## config.mk

```make
export PLATFORM = sky130hd
export DESIGN_NAME = scl_timer_top
export DESIGN_NICKNAME = d
export VERILOG_FILES = /design/src/rtl/scl_timing_pkg.sv /design/src/rtl/scl_prescaler.sv /design/src/rtl/scl_phase_select.sv /design/src/rtl/scl_period_fsm.sv /design/src/rtl/scl_timer_top.sv
export SDC_FILE = /design/constraint.sdc
export NUM_CORES = 1
export LEC_CHECK = 0
export BUFFER_PORTS_ARGS = -buffer_cell sky130_fd_sc_hd__buf_2
export CAP_MARGIN = 20
export CORE_MARGIN = 4
export CORE_UTILIZATION = 60
export DETAILED_ROUTE_END_ITERATION = 12
export GPL_ROUTABILITY_DRIVEN = 0
export PLACE_DENSITY = 0.86
export SYNTH_ARGS = -nofsm -noshare
export SYNTH_HDL_FRONTEND = slang
export SYNTH_SLANG_ARGS = --single-unit
```

## constraint.sdc

```tcl
create_clock -name clk -period 4.36 [get_ports clk]
set_input_delay 0.654 -clock clk [delete_from_list [all_inputs] [get_ports clk]]
set_output_delay 0.654 -clock clk [all_outputs]
set_load 0.05 [all_outputs]
```

## src/rtl/scl_timing_pkg.sv

```systemverilog
package scl_timing_pkg;

    // Fixed hardware offsets added to the programmed counts
    localparam int LOW_OFS  = 7;
    localparam int HIGH_OFS = 5;

    typedef enum logic [1:0] {
        PH_IDLE = 2'd0,
        PH_LOW  = 2'd1,
        PH_REL  = 2'd2,
        PH_HIGH = 2'd3
    } scl_phase_e;

endpackage

```

## src/rtl/scl_prescaler.sv

```systemverilog
module scl_prescaler #(
    parameter int PSC_W = 8
) (
    input  logic             clk,
    input  logic             rst,
    input  logic             en,
    input  logic             restart,
    input  logic [PSC_W-1:0] psc,
    output logic             tick
);
    logic [PSC_W-1:0] pcnt;

    assign tick = (pcnt == psc);

    always_ff @(posedge clk) begin
        if (rst || !en || restart) begin
            pcnt <= '0;
        end else if (tick) begin
            pcnt <= '0;
        end else begin
            pcnt <= pcnt + PSC_W'(1);
        end
    end
endmodule

```

## src/rtl/scl_phase_select.sv

```systemverilog
module scl_phase_select
    import scl_timing_pkg::*;
#(
    parameter int TIME_W = 16,
    localparam int HALF_W = TIME_W / 2,
    localparam int LEN_W  = HALF_W + 1
) (
    input  logic [TIME_W-1:0] lo_word,
    input  logic [TIME_W-1:0] hi_word,
    input  logic              hs_mode,
    input  logic              mc_done,
    output logic [LEN_W-1:0]  lo_len,
    output logic [LEN_W-1:0]  hi_len
);
    logic                use_hs;
    logic [TIME_W-1:0]   words [2];
    logic [LEN_W-1:0]    lens  [2];

    assign use_hs   = hs_mode & mc_done;
    assign words[0] = lo_word;
    assign words[1] = hi_word;

    for (genvar g = 0; g < 2; g++) begin : g_pick
        localparam int OFS = (g == 0) ? LOW_OFS : HIGH_OFS;
        logic [HALF_W-1:0] sel;
        assign sel     = use_hs ? words[g][TIME_W-1:HALF_W] : words[g][HALF_W-1:0];
        assign lens[g] = {1'b0, sel} + LEN_W'(OFS);
    end

    assign lo_len = lens[0];
    assign hi_len = lens[1];
endmodule

```

## src/rtl/scl_period_fsm.sv

```systemverilog
module scl_period_fsm
    import scl_timing_pkg::*;
#(
    parameter int LEN_W = 9
) (
    input  logic             clk,
    input  logic             rst,
    input  logic             en,
    input  logic             tick,
    input  logic             stretch_in,
    input  logic [LEN_W-1:0] lo_len,
    input  logic [LEN_W-1:0] hi_len,
    output logic             restart,
    output logic             scl_pull_low,
    output logic             rise_pulse,
    output logic             fall_pulse
);
    scl_phase_e       state, nxt;
    logic [LEN_W-1:0] cnt;
    logic [LEN_W-1:0] tgt;
    logic             done;
    logic             enter_low, enter_high;

    assign done = tick && (cnt == tgt - LEN_W'(1));

    always_comb begin
        nxt = state;
        case (state)
            PH_IDLE: if (en)          nxt = PH_LOW;
            PH_LOW:  if (done)        nxt = PH_REL;
            PH_REL:  if (!stretch_in) nxt = PH_HIGH;
            PH_HIGH: if (done)        nxt = PH_LOW;
            default:                  nxt = PH_IDLE;
        endcase
        if (!en) nxt = PH_IDLE;
    end

    assign restart    = (nxt != state);
    assign enter_low  = (nxt == PH_LOW)  && (state != PH_LOW);
    assign enter_high = (nxt == PH_HIGH) && (state != PH_HIGH);

    always_ff @(posedge clk) begin
        if (rst) begin
            state      <= PH_IDLE;
            cnt        <= '0;
            tgt        <= '0;
            fall_pulse <= 1'b0;
            rise_pulse <= 1'b0;
        end else begin
            state      <= nxt;
            fall_pulse <= enter_low;
            rise_pulse <= enter_high;
            if (restart)   cnt <= '0;
            else if (tick) cnt <= cnt + LEN_W'(1);
            if (enter_low)       tgt <= lo_len;
            else if (enter_high) tgt <= hi_len;
        end
    end

    assign scl_pull_low = (state == PH_LOW);
endmodule

```

## src/rtl/scl_timer_top.sv

```systemverilog
module scl_timer_top #(
    parameter int PSC_W  = 8,
    parameter int TIME_W = 16,
    localparam int LEN_W = TIME_W / 2 + 1
) (
    input  logic              clk,
    input  logic              rst,
    input  logic              en,
    input  logic [PSC_W-1:0]  psc,
    input  logic [TIME_W-1:0] lo_word,
    input  logic [TIME_W-1:0] hi_word,
    input  logic              hs_mode,
    input  logic              mc_done,
    input  logic              stretch_in,
    output logic              scl_pull_low,
    output logic              rise_pulse,
    output logic              fall_pulse
);
    logic             tick;
    logic             restart;
    logic [LEN_W-1:0] lo_len, hi_len;

    scl_prescaler #(.PSC_W(PSC_W)) u_psc (
        .clk     (clk),
        .rst     (rst),
        .en      (en),
        .restart (restart),
        .psc     (psc),
        .tick    (tick)
    );

    scl_phase_select #(.TIME_W(TIME_W)) u_sel (
        .lo_word (lo_word),
        .hi_word (hi_word),
        .hs_mode (hs_mode),
        .mc_done (mc_done),
        .lo_len  (lo_len),
        .hi_len  (hi_len)
    );

    scl_period_fsm #(.LEN_W(LEN_W)) u_fsm (
        .clk          (clk),
        .rst          (rst),
        .en           (en),
        .tick         (tick),
        .stretch_in   (stretch_in),
        .lo_len       (lo_len),
        .hi_len       (hi_len),
        .restart      (restart),
        .scl_pull_low (scl_pull_low),
        .rise_pulse   (rise_pulse),
        .fall_pulse   (fall_pulse)
    );
endmodule

```

==> flow_metrics.py <==
metrics = {
    "status": {
        "status": "completed",
    },
    "worst_hold_path": {
        "holdPathStages": 1,
        "hold_path_startpoint": "u_psc.pcnt[0]$_SDFF_PP0_",
        "hold_class": "flop to flop",
    },
    "grt": {
        "grt_usage_pct": 22.8,
        "grt_max_degree": 20,
        "grt_pass1_vias": 2146,
        "grt.overflow.total": 0,
        "antenna_found_initial": 0,
        "grt_pass1_wl_um": 9490,
    },
    "route": {
        "drt_iter0_drc": 178,
        "via_count": 2246,
        "wirelength_um": 5500,
        "wl_met3_um": 300,
        "drc": 0,
        "wl_per_cell_um": 14.2,
        "first_pass_iters": 5,
        "wl_met1_um": 2440,
        "wl_met2_um": 2700,
        "viasPerCell": 5.79,
        "top_layer": "met4",
        "ant_nets": 0,
    },
    "clock_tree": {
        "tritoncts": "done",
        "post_cts_resized": 0,
        "clk_latency_ns": 0.28,
        "cts_sinks": 30,
        "root_buffer": "clkbuf_8",
        "ctsHtreeMaxLevel": 2,
        "cts_buffers": 5,
        "clockBufferDepth": 2,
        "clk_pin_slew_worst_paths_ns": 0.06,
        "ctsHoldBuffers": 0,
        "postCtsSetupBuffers": 0,
    },
    "power_and_ir_drop": {
        "power_uw": 698,
        "switchingPower_uw": 210,
        "pwr-share-clk_pct": 33.2,
        "cellPowerDensity_nw_per_um2": 257,
        "comb_power_share_pct": 24.4,
        "p_sw_share_pct": 30.1,
        "power_leakage_uw": 0.00119,
        "peakVddDrop_mv": 0.213,
        "p_int_uw": 487,
        "seqPwrFrac_pct": 42.4,
    },
    "finish": {
        "finalNetCount": 390,
        "synthToLayoutAreaGrowth_pct": 13.9,
        "drive_gt1_share_pct": 20.0,
        "regArea_sq_um": 601,
        "antenna_cells": 0,
        "multiInputGateArea_sq_um": 1690,
        "fin_util_pct": 72.4,
        "fillers": 305,
    },
    "worst_setup_path": {
        "startpoint": "u_fsm.tgt[0]$_SDFFE_PP0P_",
        "critPathCaptureType": "flop",
        "path_cells": "inv_1 -> ha_1 -> nor2b_1 -> or3_1 -> a31oi_4 -> nand3_2 -> o31a_1 -> mux2_4",
        "crit_family": "simple AND/OR/NAND/NOR gates",
        "crit_buf_inv": 1,
        "critical_path_arrival_ns": 2.79,
        "path_depth": 8,
        "required_ns": 4.53,
        "path_max_fanout": 8,
        "ff2ff_path_depth": 8,
        "slowest_delay_ns": 0.48,
        "cp-start-kind": "flop",
        "timing_worst_setup_path_type": "flop to flop",
        "r2r_start": "u_fsm.tgt[0]$_SDFFE_PP0P_",
        "cp_slowest_cell": "dfxtp_1",
    },
    "timing": {
        "fin_skew_ns": 0.00330,
        "fmax_mhz": 382,
        "drv_slew": 0,
        "min_period_ns": 2.62,
        "finalHoldViolCount": 0,
        "worstMarginPinSlew_ns": 0.570,
        "setup_viol": 0,
        "slew_headroom_pct": 61.8,
        "rsz0062_at_grt": "false",
        "finalCritPeriodShare_pct": 60.0,
        "setup_tns_ns": 0,
    },
    "floorplanning": {
        "die_area_sq_um": 5040,
        "num_rows": 22,
        "die_y_um": 71.0,
        "coreArea_sq_um": 3740,
        "fp.dieW_um": 71.0,
        "initial_utilization_pct": 63.6,
        "io_pins": 49,
    },
    "synth": {
        "synth-seq-cells": 30,
        "synth_warnings": 0,
        "syn_avg_cell_area_sq_um": 8.04,
        "syn_area_sq_um": 2380,
        "synth_cell_types": 56,
        "seq_area_frac_synth_pct": 25.2,
        "synth_edf_count": 0,
        "netlist_instances": 296,
        "synth.net_count": 347,
        "async_flop_share_pct": 0,
        "synth_ff_type": "dfxtp_1",
    },
    "place": {
        "dp_hpwl_um": 4220,
        "portBuffers": 48,
    },
    "flow_run": {
        "drv_cap": 0,
    },
}
[cell type report]
cell class	count	area share, %
clock buffer	7	3.19
clock inverter	1	0.185
inverter	7	0.970
multi-input combinational	247	62.4
sequential	30	22.2
tap	48	2.22
timing repair buffer	48	8.86
[cells in the final DEF, fill, tap and decap left out, types with 2 or more instances in the layout]
cell      instances
a211oi_1          3
mux2_1            2
ha_1              5
nand2b_1          2
nand3_1          15
and3_1           10
clkbuf_8          6
xor2_1           20
mux2i_1          16
inv_1             7
nand4_1          10
a31oi_1           4
nor2b_1           6
a21boi_0          3
o21ai_1           2
nand2_1          34
o211ai_1          2
xnor2_1          23
nor3_1            2
or3_1             5
o21ai_0           9
a21oi_1          11
dfxtp_1          30
buf_2            48
a221oi_1          2
and2_1            4
nor2_1           28
and4_1            2
[worst register-to-register path: stages (launching register included)]
cell,delay (ns)
dfxtp_1,0.48
inv_1,0.09
ha_1,0.30
nor2b_1,0.16
or3_1,0.40
a31oi_4,0.23
nand3_2,0.12
o31a_1,0.41
mux2_4,0.33
[power groups by stage]
stage / combinational [uW] / sequential [uW] / clock, uW
final: 170 / 296 / 231
after global routing: 189 / 297 / 249
after CTS: 170 / 296 / 232
after detailed placement: 168 / 302 / 0
after global placement: 165 / 301 / 0
after floorplan: 127 / 297 / 0
[flip-flops by register name, summed over array words and instances, names as in the netlist]
name and count:
u_fsm.rise_pulse 1, u_fsm.fall_pulse 1, u_psc.pcnt 8, u_fsm.cnt 9, u_fsm.state 2, u_fsm.tgt 9
[per-layer routing]
layer,vias to the layer above,global-route usage (%)
met5,-,0
met4,0,5.85
li1,1132,-
met1,1055,29.6
met3,9,4.26
met2,50,38.8
[cells in the mapped netlist (2+ instances only)]
| library cell | number | area, sq um |
|---|---|---|
| nand4_1 | 10 | 62.6 |
| a221oi_1 | 2 | 17.5 |
| buf_6 | 2 | 22.5 |
| nand2_1 | 34 | 128 |
| a21oi_1 | 11 | 55.1 |
| nand2b_1 | 2 | 12.5 |
| xnor2_1 | 23 | 201 |
| o211ai_1 | 2 | 15.0 |
| or3_1 | 5 | 31.3 |
| a211oi_1 | 3 | 22.5 |
| ha_1 | 5 | 62.6 |
| inv_1 | 7 | 26.3 |
| and3_1 | 10 | 62.6 |
| xor2_1 | 20 | 175 |
| nor2_1 | 28 | 105 |
| and2_1 | 4 | 25.0 |
| o21ai_0 | 9 | 45.0 |
| a31oi_1 | 4 | 25.0 |
| clkbuf_1 | 9 | 33.8 |
| dfxtp_1 | 30 | 601 |
| nand3_1 | 15 | 75.1 |
| nor2b_1 | 6 | 37.5 |
| nor3_1 | 2 | 10.0 |
| mux2_1 | 2 | 22.5 |
| o21ai_1 | 2 | 10.0 |
| mux2i_1 | 16 | 160 |
| and4_1 | 2 | 17.5 |
| a21boi_0 | 3 | 22.5 |
[per-stage QoR]
step / setup WS (ns) / hold slack, ns / area (sq um) / cells
6_report: 1.74 / 0.523 / 2710 / 388
5_1_grt: 1.57 / 0.571 / 2710 / 388
4_1_cts: 1.75 / 0.520 / 2710 / 388
3_5_place_dp: 1.52 / 0.498 / 2620 / 380
3_3_place_gp: 1.62 / 0.487 / 2620 / 380
2_1_floorplan: 1.51 / 0.460 / 2380 / 296
[worst paths after layout]
| kind | endpoint | slack (ns) |
|---|---|---|
| worst min-delay path | u_psc.pcnt[0]$_SDFF_PP0_ | 0.52 |
| worst max register to register | u_fsm.tgt[8]$_SDFFE_PP0P_ | 1.74 |
| worst max-delay path | u_fsm.tgt[8]$_SDFFE_PP0P_ | 1.74 |
| worst min register to register | u_psc.pcnt[0]$_SDFF_PP0_ | 0.52 |
[kinds of logic after synthesis]
| logic type | Yosys count | share of synthesized area (%) |
|---|---|---|
| AO/OA/AOI/OAI | 51 | 15.9 |
| XOR/XNOR | 43 | 15.8 |
| flip-flops | 30 | 25.2 |
| adder cells (fa/ha/maj) | 5 | 2.63 |
| AND/OR/NAND/NOR | 128 | 27.9 |
| multiplexers | 20 | 8.78 |
| buffers and inverters | 19 | 3.68 |
No activity file was read; power rests on OpenSTA's default activity.
